`config.mk`:
```
export PLATFORM = sky130hd
export DESIGN_NAME = ata_strobe_gen
export DESIGN_NICKNAME = d
export VERILOG_FILES = /design/src/rtl/ata_strobe_pkg.sv /design/src/rtl/ata_phase_timer.sv /design/src/rtl/ata_tw_capture.sv /design/src/rtl/ata_strobe_seq.sv /design/src/rtl/ata_strobe_gen.sv
export SDC_FILE = /design/constraint.sdc
export NUM_CORES = 1
export LEC_CHECK = 0
export CAP_MARGIN = 20
export CORE_MARGIN = 10
export CORE_UTILIZATION = 25
export DETAILED_ROUTE_END_ITERATION = 6
export PLACE_DENSITY = 0.55
export SLEW_MARGIN = 10
export SYNTH_ARGS = -nofsm -noshare
export SYNTH_HDL_FRONTEND = slang
export SYNTH_SLANG_ARGS = --single-unit
```
`constraint.sdc`:
```
create_clock -name clk -period 2.65 [get_ports clk]
set_input_delay 0.3975 -clock clk [delete_from_list [all_inputs] [get_ports clk]]
set_output_delay 0.3975 -clock clk [all_outputs]
set_load 0.1 [all_outputs]
```
`src/rtl/ata_strobe_pkg.sv`:
```
package ata_strobe_pkg;

  localparam int TW_W    = 32;
  localparam int HI_W    = 4;
  localparam int LO_W    = 5;
  localparam int PRE_W   = 3;
  localparam int CNT_W   = (LO_W > HI_W) ? LO_W : HI_W;

  // field positions of the packed timing word
  localparam int D_HI_LSB = 0;
  localparam int D_LO_LSB = 4;
  localparam int C_HI_LSB = 9;
  localparam int C_LO_LSB = 13;
  localparam int D_PRE_LSB = 22;
  localparam int C_PRE_LSB = 25;
  localparam int UDMA_BIT  = 28;

  typedef enum logic [1:0] {
    PH_IDLE = 2'd0,
    PH_PRE  = 2'd1,
    PH_ACT  = 2'd2,
    PH_RCV  = 2'd3
  } phase_e;

  typedef struct packed {
    logic [HI_W-1:0]  d_hi;
    logic [LO_W-1:0]  d_lo;
    logic [HI_W-1:0]  c_hi;
    logic [LO_W-1:0]  c_lo;
    logic [PRE_W-1:0] d_pre;
    logic [PRE_W-1:0] c_pre;
    logic             udma_en;
  } tw_fields_t;

  function automatic tw_fields_t tw_decode(input logic [TW_W-1:0] w);
    tw_fields_t f;
    f.d_hi    = w[D_HI_LSB  +: HI_W];
    f.d_lo    = w[D_LO_LSB  +: LO_W];
    f.c_hi    = w[C_HI_LSB  +: HI_W];
    f.c_lo    = w[C_LO_LSB  +: LO_W];
    f.d_pre   = w[D_PRE_LSB +: PRE_W];
    f.c_pre   = w[C_PRE_LSB +: PRE_W];
    f.udma_en = w[UDMA_BIT];
    return f;
  endfunction

  // counter load for the low phase: lasts load+1 clocks
  function automatic logic [CNT_W-1:0] active_load(input tw_fields_t f, input logic is_data);
    return is_data ? CNT_W'(f.d_lo) : CNT_W'(f.c_lo);
  endfunction

  // counter load for the recovery phase: lasts load+1 clocks
  function automatic logic [CNT_W-1:0] recovery_load(input tw_fields_t f, input logic is_data);
    return is_data ? CNT_W'(f.d_hi) : CNT_W'(f.c_hi);
  endfunction

  // setup clocks applied to the first cycle of a burst
  function automatic logic [PRE_W-1:0] setup_len(input tw_fields_t f, input logic is_data);
    return is_data ? f.d_pre : f.c_pre;
  endfunction

endpackage

```
`src/rtl/ata_phase_timer.sv`:
```
module ata_phase_timer #(
  parameter int CW = 5
) (
  input  logic          clk,
  input  logic          rst_n,
  input  logic          load,
  input  logic [CW-1:0] load_val,
  output logic          expired
);

  logic [CW-1:0] cnt;

  always_ff @(posedge clk or negedge rst_n) begin
    if (!rst_n)            cnt <= '0;
    else if (load)         cnt <= load_val;
    else if (cnt != '0)    cnt <= cnt - 1'b1;
  end

  assign expired = (cnt == '0);

endmodule

```
`src/rtl/ata_tw_capture.sv`:
```
module ata_tw_capture
  import ata_strobe_pkg::*;
(
  input  logic            clk,
  input  logic            rst_n,
  input  logic            capture,
  input  logic [TW_W-1:0] word_in,
  output tw_fields_t      cur
);

  logic [TW_W-1:0] word_q;

  always_ff @(posedge clk or negedge rst_n) begin
    if (!rst_n)       word_q <= '0;
    else if (capture) word_q <= word_in;
  end

  // the opening cycle sees the incoming word, later ones the held copy
  assign cur = capture ? tw_decode(word_in) : tw_decode(word_q);

endmodule

```
`src/rtl/ata_strobe_seq.sv`:
```
module ata_strobe_seq
  import ata_strobe_pkg::*;
(
  input  logic             clk,
  input  logic             rst_n,
  input  logic             req_valid,
  input  logic             req_data,
  input  logic             req_write,
  input  tw_fields_t       cur,
  input  logic             expired,
  output logic             tmr_load,
  output logic [CNT_W-1:0] tmr_val,
  output logic             capture,
  output logic             launch,
  output logic             req_ready,
  output logic             done,
  output logic             dior_n,
  output logic             diow_n
);

  phase_e     ph, ph_n;
  logic       kind_q, wr_q;
  logic       accept, blocked;
  logic [PRE_W-1:0] pre_v;

  assign done      = (ph == PH_RCV) && expired;
  assign req_ready = (ph == PH_IDLE) || done;
  assign accept    = req_valid && req_ready;
  assign capture   = accept && (ph == PH_IDLE);
  assign blocked   = req_data && cur.udma_en;
  assign launch    = accept && !blocked;
  assign pre_v     = setup_len(cur, req_data);

  always_comb begin
    ph_n     = ph;
    tmr_load = 1'b0;
    tmr_val  = '0;
    unique case (ph)
      PH_IDLE: if (launch) begin
        tmr_load = 1'b1;
        if (pre_v != '0) begin
          ph_n    = PH_PRE;
          tmr_val = CNT_W'(pre_v) - 1'b1;
        end else begin
          ph_n    = PH_ACT;
          tmr_val = active_load(cur, req_data);
        end
      end
      PH_PRE: if (expired) begin
        ph_n     = PH_ACT;
        tmr_load = 1'b1;
        tmr_val  = active_load(cur, kind_q);
      end
      PH_ACT: if (expired) begin
        ph_n     = PH_RCV;
        tmr_load = 1'b1;
        tmr_val  = recovery_load(cur, kind_q);
      end
      PH_RCV: if (expired) begin
        if (launch) begin
          ph_n     = PH_ACT;
          tmr_load = 1'b1;
          tmr_val  = active_load(cur, req_data);
        end else begin
          ph_n = PH_IDLE;
        end
      end
      default: ph_n = PH_IDLE;
    endcase
  end

  always_ff @(posedge clk or negedge rst_n) begin
    if (!rst_n) begin
      ph     <= PH_IDLE;
      kind_q <= 1'b0;
      wr_q   <= 1'b0;
    end else begin
      ph <= ph_n;
      if (launch) begin
        kind_q <= req_data;
        wr_q   <= req_write;
      end
    end
  end

  assign dior_n = !((ph == PH_ACT) && !wr_q);
  assign diow_n = !((ph == PH_ACT) &&  wr_q);

  // never both strobes active
  p_one_strobe_r10: assert property (@(posedge clk) disable iff (!rst_n)
    !(!dior_n && !diow_n));

  // done falls in a recovery clock with strobes released
  p_done_high_r3: assert property (@(posedge clk) disable iff (!rst_n)
    done |-> (dior_n && diow_n));

  // done is a single-clock pulse
  p_done_pulse_r3: assert property (@(posedge clk) disable iff (!rst_n)
    done |=> !done);

  // a request taken in the done clock strobes at once
  p_b2b_r7: assert property (@(posedge clk) disable iff (!rst_n)
    (done && launch) |=> (!dior_n || !diow_n));

  // blocked data request leaves the bus quiet
  p_udma_block_r9: assert property (@(posedge clk) disable iff (!rst_n)
    (capture && blocked) |=> (dior_n && diow_n && !done && req_ready));

  // a taken request leaves idle or keeps the chain running
  p_ready_leave_r11: assert property (@(posedge clk) disable iff (!rst_n)
    (capture && !blocked) |=> !req_ready);

endmodule

```
`src/rtl/ata_strobe_gen.sv`:
```
module ata_strobe_gen
  import ata_strobe_pkg::*;
(
  input  logic            clk,
  input  logic            rst_n,
  input  logic [TW_W-1:0] timing_word,
  input  logic            req_valid,
  input  logic            req_data,
  input  logic            req_write,
  output logic            req_ready,
  output logic            dior_n,
  output logic            diow_n,
  output logic            done
);

  tw_fields_t       cur;
  logic             capture, launch, expired, tmr_load;
  logic [CNT_W-1:0] tmr_val;

  ata_tw_capture u_capture (
    .clk     (clk),
    .rst_n   (rst_n),
    .capture (capture),
    .word_in (timing_word),
    .cur     (cur)
  );

  ata_phase_timer #(.CW(CNT_W)) u_timer (
    .clk      (clk),
    .rst_n    (rst_n),
    .load     (tmr_load),
    .load_val (tmr_val),
    .expired  (expired)
  );

  ata_strobe_seq u_seq (
    .clk       (clk),
    .rst_n     (rst_n),
    .req_valid (req_valid),
    .req_data  (req_data),
    .req_write (req_write),
    .cur       (cur),
    .expired   (expired),
    .tmr_load  (tmr_load),
    .tmr_val   (tmr_val),
    .capture   (capture),
    .launch    (launch),
    .req_ready (req_ready),
    .done      (done),
    .dior_n    (dior_n),
    .diow_n    (diow_n)
  );

endmodule

```
; Word-level counts from Yosys, hierarchy flattened
; Index checks and enable logic that the tools add are counted.
[word_totals]
ff_bits = 38
[op_classes]
n_eq_ne = 7
n_addsub = 2
n_reduce_logical = 19
mux = 25
[op_table]
columns = op, n
row1 = 5-bit two-way mux, 10
row2 = 25-bit two-way mux, 1
row3 = 5-bit case mux with 4 select lines, 1
row4 = 2-bit two-way mux, 6
row5 = 2-bit case mux with 4 select lines, 1
row6 = 1-bit logical AND, 7
row7 = 2-bit by 1-bit inequality test with 1-bit output (second input constant), 3
row8 = 5-bit logical NOT, 1
row9 = 5-bit nonzero test, 1
row10 = 5-bit by 1-bit subtractor with 5-bit output (second input constant), 1
row11 = 2-bit == test (second input constant), 2
row12 = 1-bit logical NOT, 4
row13 = 4-bit two-way mux, 1
row14 = 4-bit AND reduction, 1
row15 = 3-bit by 1-bit subtractor with 4-bit output (second input constant), 1
row16 = 1-bit two-way mux, 3
row17 = 3-bit two-way mux, 1
row18 = 1-bit case mux with 3 select lines, 1
row19 = 3-bit nonzero test, 1
row20 = 2-bit by 1-bit == test with 1-bit output (second input constant), 1
row21 = 2-bit logical NOT, 1
row22 = 2-bit inequality test (second input constant), 1
row23 = 2-bit nonzero test, 1
row24 = 2-bit OR reduction, 1
row25 = 1-bit logical OR, 1

; Longest topological paths before layout
; Gate-level depths: netlist (run 1).
[depth]
word_depth = 13
depth_mapped = 11
mapped_depth_nobuf = 10

; Hierarchy
; A second synthesis (run 1) with hierarchy kept.
[hier_totals]
cells_unflattened = 172
area_unflattened_um2 = 2113.3
[modules_own_cells]
columns = mod, cells_each, n_inst, area_per_inst_um2
row1 = ata_tw_capture, 53, 1, 1033.5
row2 = ata_strobe_seq, 92, 1, 800.8
row3 = ata_phase_timer, 27, 1, 279.0

; Worst setup path after synthesis (run 1)
; Ideal clock, no wire load.
[synth_path]
path_type = reg-to-output
start = register u_timer.cnt[0]
end = output done
slack_ns = -0.223
stages_incl_launch_ff = 6
t_arrival_ns = 2.475
n_path_buf = 1
cell_sequence = dfrtp_1 -> inv_1 -> ha_1 -> or4b_1 -> buf_2 -> nor2_1
[synth_via]
elab_chain_cells = 2
[synth_rtl]
columns = item, line
row1 = start: declaration, ata_phase_timer.sv:11  ; logic [CW-1:0] cnt;
row2 = start signal: assignment, ata_phase_timer.sv:15  ; else if (load) cnt <= load_val;
row3 = start signal: assignment, ata_phase_timer.sv:16  ; else if (cnt != '0) cnt <= cnt - 1'b1;
row4 = 5-bit logical NOT, ata_phase_timer.sv:19  ; assign expired = (cnt == '0);
row5 = 1-bit logical AND, ata_strobe_seq.sv:26  ; assign done = (ph == PH_RCV) && expired;
row6 = end: declaration, ata_strobe_gen.sv:13  ; output logic done
; No other way between the ends.

; Final worst setup path (run 1)
[layout_path]
start = register u_seq.ph[1]
end = register u_timer.cnt[2]
[layout_via]
elab_chain_cells = 13
elab_cells_between_ends = 31
cone_classes = add/sub (1) / eq/ne (3) / mux (16) / reduce/logical (11)
[layout_rtl]
columns = item, line
row1 = start: declaration, ata_strobe_seq.sv:21  ; phase_e ph, ph_n;
row2 = start signal: assignment, ata_strobe_seq.sv:78  ; ph <= ph_n;
row3 = "parallel branches: the longest is 13 deep, another holds 3-bit by 1-bit subtractor with 4-bit output", --
; Parallel ways; which one is timed is not known.
; A chain may end at the register's enable or synchronous reset.

==> results of run 1 <==
-- final timing paths --
kind | startpoint | to | slack [ns] | depth (start not counted)
setup reg to reg | u_seq.ph[1] | u_timer.cnt[2] | 0.18 | 9
setup / recovery | u_seq.ph[1] | u_timer.cnt[2] | 0.18 | 9
hold / removal | u_capture.word_q[0] | u_capture.word_q[0] | 0.50 | 1
hold reg to reg | u_capture.word_q[0] | u_capture.word_q[0] | 0.50 | 1
min in group asynchronous | rst_n | u_timer.cnt[2] | 0.52 | 2
max in group asynchronous | rst_n | u_capture.word_q[7] | 1.79 | 2
-- cell families (layout without fill, tap and decap cells) --
| kind of cell | Yosys count | after routing |
|---|---|---|
| adder cells (fa/ha/maj) | 9 | 9 |
| XOR/XNOR | 2 | 2 |
| AND/OR/NAND/NOR | 49 | 49 |
| buffers and inverters | 20 | 72 |
| multiplexers | 33 | 33 |
| flip-flops | 34 | 34 |
| AO/OA/AOI/OAI | 54 | 54 |
-- per-stage QoR --
stage	power, mW	setup TNS (ns)	instance area (µm²)	hold WS [ns]
after CTS	3.36	0	2890	0.501
after global placement	2.73	-0.304	2750	0.478
final	3.35	0	2910	0.501
after floorplan	2.23	0	2190	0.102
after detailed placement	2.76	-0.460	2750	0.482
after global routing	3.61	-0.0139	2910	0.510
-- where the power goes --
part	internal [mW]	leakage, nW	switching, mW	total [mW]
sequential	0.788	0.404	0.172	0.960
combinational	0.875	0.757	0.933	1.81
clock	0.377	0.0683	0.209	0.586
-- repair_timing --
action | in CTS | in global routing
endpoints found under the setup margin | 0 | 7
resized for setup | 0 | 3
setup buffers | 0 | 2
-- placed cells by master (no fill, tap or decap), types with 3 or more instances in the layout --
cell             synthesis  layout
nor2_1                   8       7
a21bo_2                  3       3
mux4_2                   4       4
nand2_1                 11      11
nand3_1                  4       4
o311ai_0                 4       4
mux2_2                  25      25
nor2b_1                  4       4
buf_4                    2      23
a21oi_1                 14      14
o211ai_1                 4       4
dfrtp_1                 34      34
a211o_1                  4       4
inv_1                   10      10
ha_1                     9       8
a31oi_1                  3       3
nor3_1                   6       6
mux2_4                   4       4
and3_1                   4       4
clkdlybuf4s50_1          0      29
a41oi_1                  3       3
clkbuf_8                 0       5
a211oi_1                 4       4
-- layer usage --
metal	vias to the layer above	wire [µm]	GRT usage, %
met3	8	180	2.31
met4	0	78	2.54
met5	-	0	0
met2	31	2730	14.7
met1	843	2530	10.8
li1	857	-	-
-- registers in the layout, indices dropped and copies added, names as in the netlist --
signal            cells
u_seq.kind_q          1
u_capture.word_q     25
u_seq.ph              2
u_timer.cnt           5
u_seq.wr_q            1
-- cell type report --
cell class	count	area [µm²]	area share [%]
clock buffers	5	68.8	2.36
flip-flops and latches	34	851	29.2
multi-input cells	147	1250	42.9
repair buffers	54	503	17.3
clock inverters	3	68.8	2.36
well taps	108	135	4.64
inverters	10	37.5	1.29
==> impl_metrics.csv, run 1 <==
group,metric,value,unit
final_layout,final_util,33.9,%
setup_path,worstPathCellList,"inv_1, ha_1, nand2_2, mux4_2, inv_1, ha_2, mux2_2, o211ai_1, a41oi_1",
sta,slew_headroom,68.3,%
global_route,grt.overflow.total,0,
yosys,yosysMostFrequentCell,"dfrtp_1",
placed_design,gp_congestion,0.838,
sta,maxSlewViolCount,0,
yosys,ys_seq_area_share,38.9,%
run,max_cap_violations,0,
yosys,syn_area,2180,µm²
clock_network,clk_latency,0.30,ns
sta,period_minus_slack,2.47,ns
sta,tightest_slew,0.474,ns
global_route,grt_pass1_vias,1820,
global_route,grt_pass1_wl,9350,µm
floorplan,dieWidth,113,µm
final_layout,final_nets,298,
clock_network,cts_hold_buf,0,
setup_path,crit_type,"reg -> reg",
yosys,synth_top_family_by_area,"multiplexers",
clock_network,cts_tree,"done",
global_route,grt_start_max_net_pins,35,
setup_path,crit_top_cell,"inv_1",
clock_network,cts_buffers,5,
clock_network,cts-root-buf,"clkbuf_8",
final_layout,drive_above_1_share,30.8,%
power,power_density,1150,nW/µm²
sta,fin_crit_sh,93.1,%
yosys,synthSimpleGateAreaFrac,12.8,%
sta,max_freq,406,MHz
final_layout,diodes,0,
setup_path,cpLargestDelayFamily,"multiplexers",
setup_path,cp.required,2.81,ns
status,status,"finished clean",
yosys,yosys.cell_types.count,48,
floorplan,start_util,25.4,%
sta,final.setup.worst_slack,0.184,ns
setup_path,critPathLaunchType,"flip-flop",
power,ir_drop,0.334,mV
yosys,synthAdderAreaFrac,5.15,%
route,drc,0,
setup_path,cp.arrival,2.63,ns
sta,skew,0.0115,ns
yosys,yosysTopAreaCell,"dfrtp_1",
yosys,yosysTopAreaCellShare,38.9,%
floorplan,io_pins,41,
yosys,ys.flop_type,"dfrtp_1",
yosys,ys.warnings.count,0,
setup_path,max_stage_delay,0.51,ns
route,dr.pass1.iters,4,
setup_path,endpoint_kind,"flip-flop",
yosys,ys_ff_latch,34,
floorplan,row_count,34,
route,detailedRoute.firstIterationViolations,47,
placed_design,port-buffer-count,33,
route,num_vias,1739,
route,drt-total-wl,5520,µm
clock_network,path_clk_slew,0.08,ns
yosys,avgSynthCellArea,10.9,µm²
yosys,synth-xor-area-share,0.802,%
yosys,yosys-top-cells-count,"dfrtp_1 (34), mux2_2 (25), a21oi_1 (14), nand2_1 (11), inv_1 (10)",
power,p_leak,1.23,nW
placed_design,post-place-ws,-0.135,ns
setup_path,critPathBufInv,2,
global_route,grtUsageTotal,8.80,%
floorplan,die_area,12900,µm²
yosys,netlist_instances,201,
setup_path,cp_slowest_cell,"mux4_2",
clock_network,htreeDepth,2,
route,avgRoutedWirePerCell,15.3,µm
final_layout,stdcell_count,361,
clock_network,clock_path_buffers,2,
yosys,postSynth.asyncResetShare,100,%
setup_path,path_max_fanout,5,
floorplan,fp.dieH,113,µm
yosys,synth-compound-area-share,18.0,%
final_layout,fillers,895,
floorplan,core,8590,µm²
clock_network,cts_sinks,34,
yosys,synthTopCellsByArea,"dfrtp_1 (39%), mux2_2 (13%), ha_1 (5.2%), mux4_2 (4.1%), a21oi_1 (3.2%)",
final_layout,area_delta_synth_final,33.3,%
placed_design,hpwl,4350,µm
sta,setup_viol,0,
route,detail-route-antenna-nets,0,
yosys,synth_edf_count,0,
hold_path,hold_class,"reg -> reg",
yosys,synthMuxAreaShare,19.8,%
yosys,synth_nets,247,
placed_design,placed_cells,351,
route,avgViaCountPerCell,4.82,
global_route,antenna_found_initial,0,
sta,finalHoldViolCount,0,
Power figures use the tool's default switching activity.
==> run 2, diff against run 1 <==
--- a/config.mk
+++ b/config.mk
@@ -13,4 +13,5 @@
 export SLEW_MARGIN = 10
 export SYNTH_ARGS = -nofsm -noshare
 export SYNTH_HDL_FRONTEND = slang
+export SYNTH_HIERARCHICAL = 1
 export SYNTH_SLANG_ARGS = --single-unit
==> impl_metrics.csv, run 2 <==
group,metric,value,unit
status,status,"finished clean",
final_layout,diodes,0,
placed_design,post-place-ws,-0.217,ns
clock_network,clock_path_buffers,2,
yosys,yosys.cell_types.count,38,
clock_network,cts-root-buf,"clkbuf_8",
final_layout,regMostFlops,"u_capture/word_q",
clock_network,cts_sinks,34,
route,dr.pass1.iters,4,
yosys,avgSynthCellArea,12.3,µm²
clock_network,cts_hold_buf,0,
floorplan,io_pins,41,
power,p_clk_share,11.7,%
floorplan,dieWidth,112,µm
setup_path,cp.required,2.87,ns
yosys,synth_edf_count,0,
setup_path,reg2reg_setup_slack,0.20,ns
yosys,synth_top_family_by_area,"multiplexers",
setup_path,endpoint_kind,"flip-flop",
yosys,ys_seq_area_share,40.3,%
floorplan,start_util,25.7,%
yosys,yosysTopAreaCellShare,40.3,%
clock_network,clk_latency,0.28,ns
global_route,grtUsageTotal,7.87,%
yosys,synth_nets,217,
hold_path,hold_end,"u_capture/word_q[9]",
yosys,postSynth.asyncResetShare,100,%
sta,skew,0.00466,ns
setup_path,critPathLaunchType,"flip-flop",
power,seq_power_share,26.9,%
sta,tightest_slew,0.566,ns
setup_path,r2r-end,"u_timer/cnt[1]",
route,drt-total-wl,4850,µm
yosys,ys.warnings.count,6,
global_route,grt.overflow.total,0,
floorplan,die_area,12500,µm²
final_layout,layout_commonest_cell,"dfrtp_1",
hold_path,hold_class,"reg -> reg",
floorplan,row_count,33,
yosys,ys.flop_type,"dfrtp_1",
sta,fin_crit_sh,92.5,%
sta,finalHoldViolCount,0,
global_route,grt_pass1_vias,1647,
yosys,synth-xor-area-share,1.24,%
final_layout,layout_common_cells,"dfrtp_1 (34), clkdlybuf4s50_1 (29), buf_4 (25)",
setup_path,crit_type,"reg -> reg",
route,drc,0,
final_layout,fillers,812,
yosys,synth-compound-area-share,10.0,%
clock_network,path_clk_slew,0.07,ns
floorplan,core,8220,µm²
global_route,grt_start_max_net_pins,35,
yosys,yosys-top-cells-count,"dfrtp_1 (34), mux2_4 (22), mux2i_1 (15), mux2_2 (11), nand2_1 (10)",
sta,slew_headroom,62.2,%
yosys,synthMuxAreaShare,29.7,%
power,p_sw,1.34,mW
route,detail-route-antenna-nets,0,
yosys,synthSimpleGateAreaFrac,8.53,%
sta,maxSlewViolCount,0,
clock_network,cts_tree,"done",
sta,final.setup.worst_slack,0.198,ns
final_layout,area_delta_synth_final,33.8,%
power,ir_drop,0.492,mV
clock_network,cts_buffers,5,
final_layout,largest_reg_flops,25,
yosys,synthTopCellsByArea,"dfrtp_1 (40%), mux2_4 (16%), mux2i_1 (7.1%), mux2_2 (5.9%), ha_1 (4.7%)",
placed_design,port-buffer-count,33,
power,p_leak,1.22,nW
sta,hold-worst-slack,0.494,ns
route,num_vias,1476,
power,internal-power,2.10,mW
yosys,ys_ff_latch,34,
route,detailedRoute.firstIterationViolations,54,
run,max_cap_violations,0,
final_layout,final_util,34.4,%
yosys,yosysTopAreaCell,"dfrtp_1",
floorplan,fp.dieH,112,µm
final_layout,final_nets,274,
setup_path,path_max_fanout,8,
hold_path,hold_start,"u_capture/word_q[9]",
setup_path,r2r-start,"u_seq/ph[1]",
clock_network,htreeDepth,2,
sta,setup_viol,0,
global_route,antenna_found_initial,0,
final_layout,drive_above_1_share,37.0,%
setup_path,cp.arrival,2.67,ns
hold_path,hold_depth,1,
yosys,syn_area,2110,µm²
placed_design,gp_congestion,0.809,
yosys,synthAdderAreaFrac,4.74,%
power,swShare,39.0,%
placed_design,hpwl,3690,µm
yosys,yosysMostFrequentCell,"dfrtp_1",
sta,max_freq,408,MHz
power,power_density,1220,nW/µm²
route,avgViaCountPerCell,4.41,
power,p_comb_share,61.4,%
route,avgRoutedWirePerCell,14.5,µm
global_route,grt_pass1_wl,8250,µm
sta,rsz0062_at_grt,"false",
yosys,netlist_instances,172,
setup_path,r2r_cells,12,
final_layout,top_regs,"u_capture/word_q x25, u_timer/cnt x5, u_seq/ph x2",
sta,period_minus_slack,2.45,ns
run 2: worst max-delay path by stage:
stage	to	start
finish	u_timer/cnt[1]	u_seq/ph[1]
global route	u_timer/cnt[2]	u_seq/ph[1]
CTS	u_timer/cnt[1]	u_seq/ph[1]
detailed placement	u_timer/cnt[1]	req_valid
global placement	u_timer/cnt[2]	req_valid
floorplan	u_timer/cnt[3]	u_seq/ph[0]
run 2: critical path, cell delays in order (launching register included):
cell and delay (ns):
dfrtp_1 0.41, inv_2 0.09, ha_2 0.19, and2_4 0.17, buf_12 0.13, mux2_4 0.32, mux2i_4 0.16, ha_2 0.23
nand2_4 0.08, mux2_4 0.31, o22ai_2 0.16, nand2_1 0.09, o21ai_2 0.05
run 2: layer usage:
metal  global-route usage (%)  wire length, µm
met5                        0                0
met4                     2.28               68
met3                     2.52              173
met2                     11.5             2130
met1                     10.7             2480
run 2: final cells by class:
type	count	area, µm²	share of cell area [%]
clock buffers	6	82.6	2.92
clock inverters	2	12.5	0.442
inverters	6	22.5	0.796
multi-input cells	124	1180	41.7
flip-flops and latches	34	851	30.1
well taps	105	131	4.65
repair buffers	58	549	19.4
run 2: cell families after synthesis:
logic type	count (synthesis)
flops	34
buf+inv	14
fa+ha+maj	8
mux	49
compound gates	31
xor+xnor	3
simple gates	33
run 2: per-stage QoR:
stage	power [mW]	setup TNS, ns	instances	area, µm²
2_1_floorplan	2.42	0	172	2110
3_3_place_gp	2.96	-1.06	326	2690
3_5_place_dp	2.98	-1.10	326	2690
4_1_cts	3.41	0	334	2790
5_1_grt	3.72	0	335	2830
6_report	3.44	0	335	2830
run 2: repair_timing:
action | 4_1_cts | 5_1_grt
setup endpoints to repair | 3 | 6
cloned | 0 | 0
gates resized for setup | 3 | 7
endpoints found under the hold margin | 0 | 0
pin swaps | 0 | 1
setup buffers | 0 | 1
run 2: power groups by stage:
stage,logic (mW),clock network (mW),registers (mW)
finish,2.11,0.404,0.924
global route,2.32,0.448,0.955
CTS,2.07,0.417,0.925
detailed placement,2.05,0,0.937
global placement,2.03,0,0.924
floorplan,1.55,0,0.873
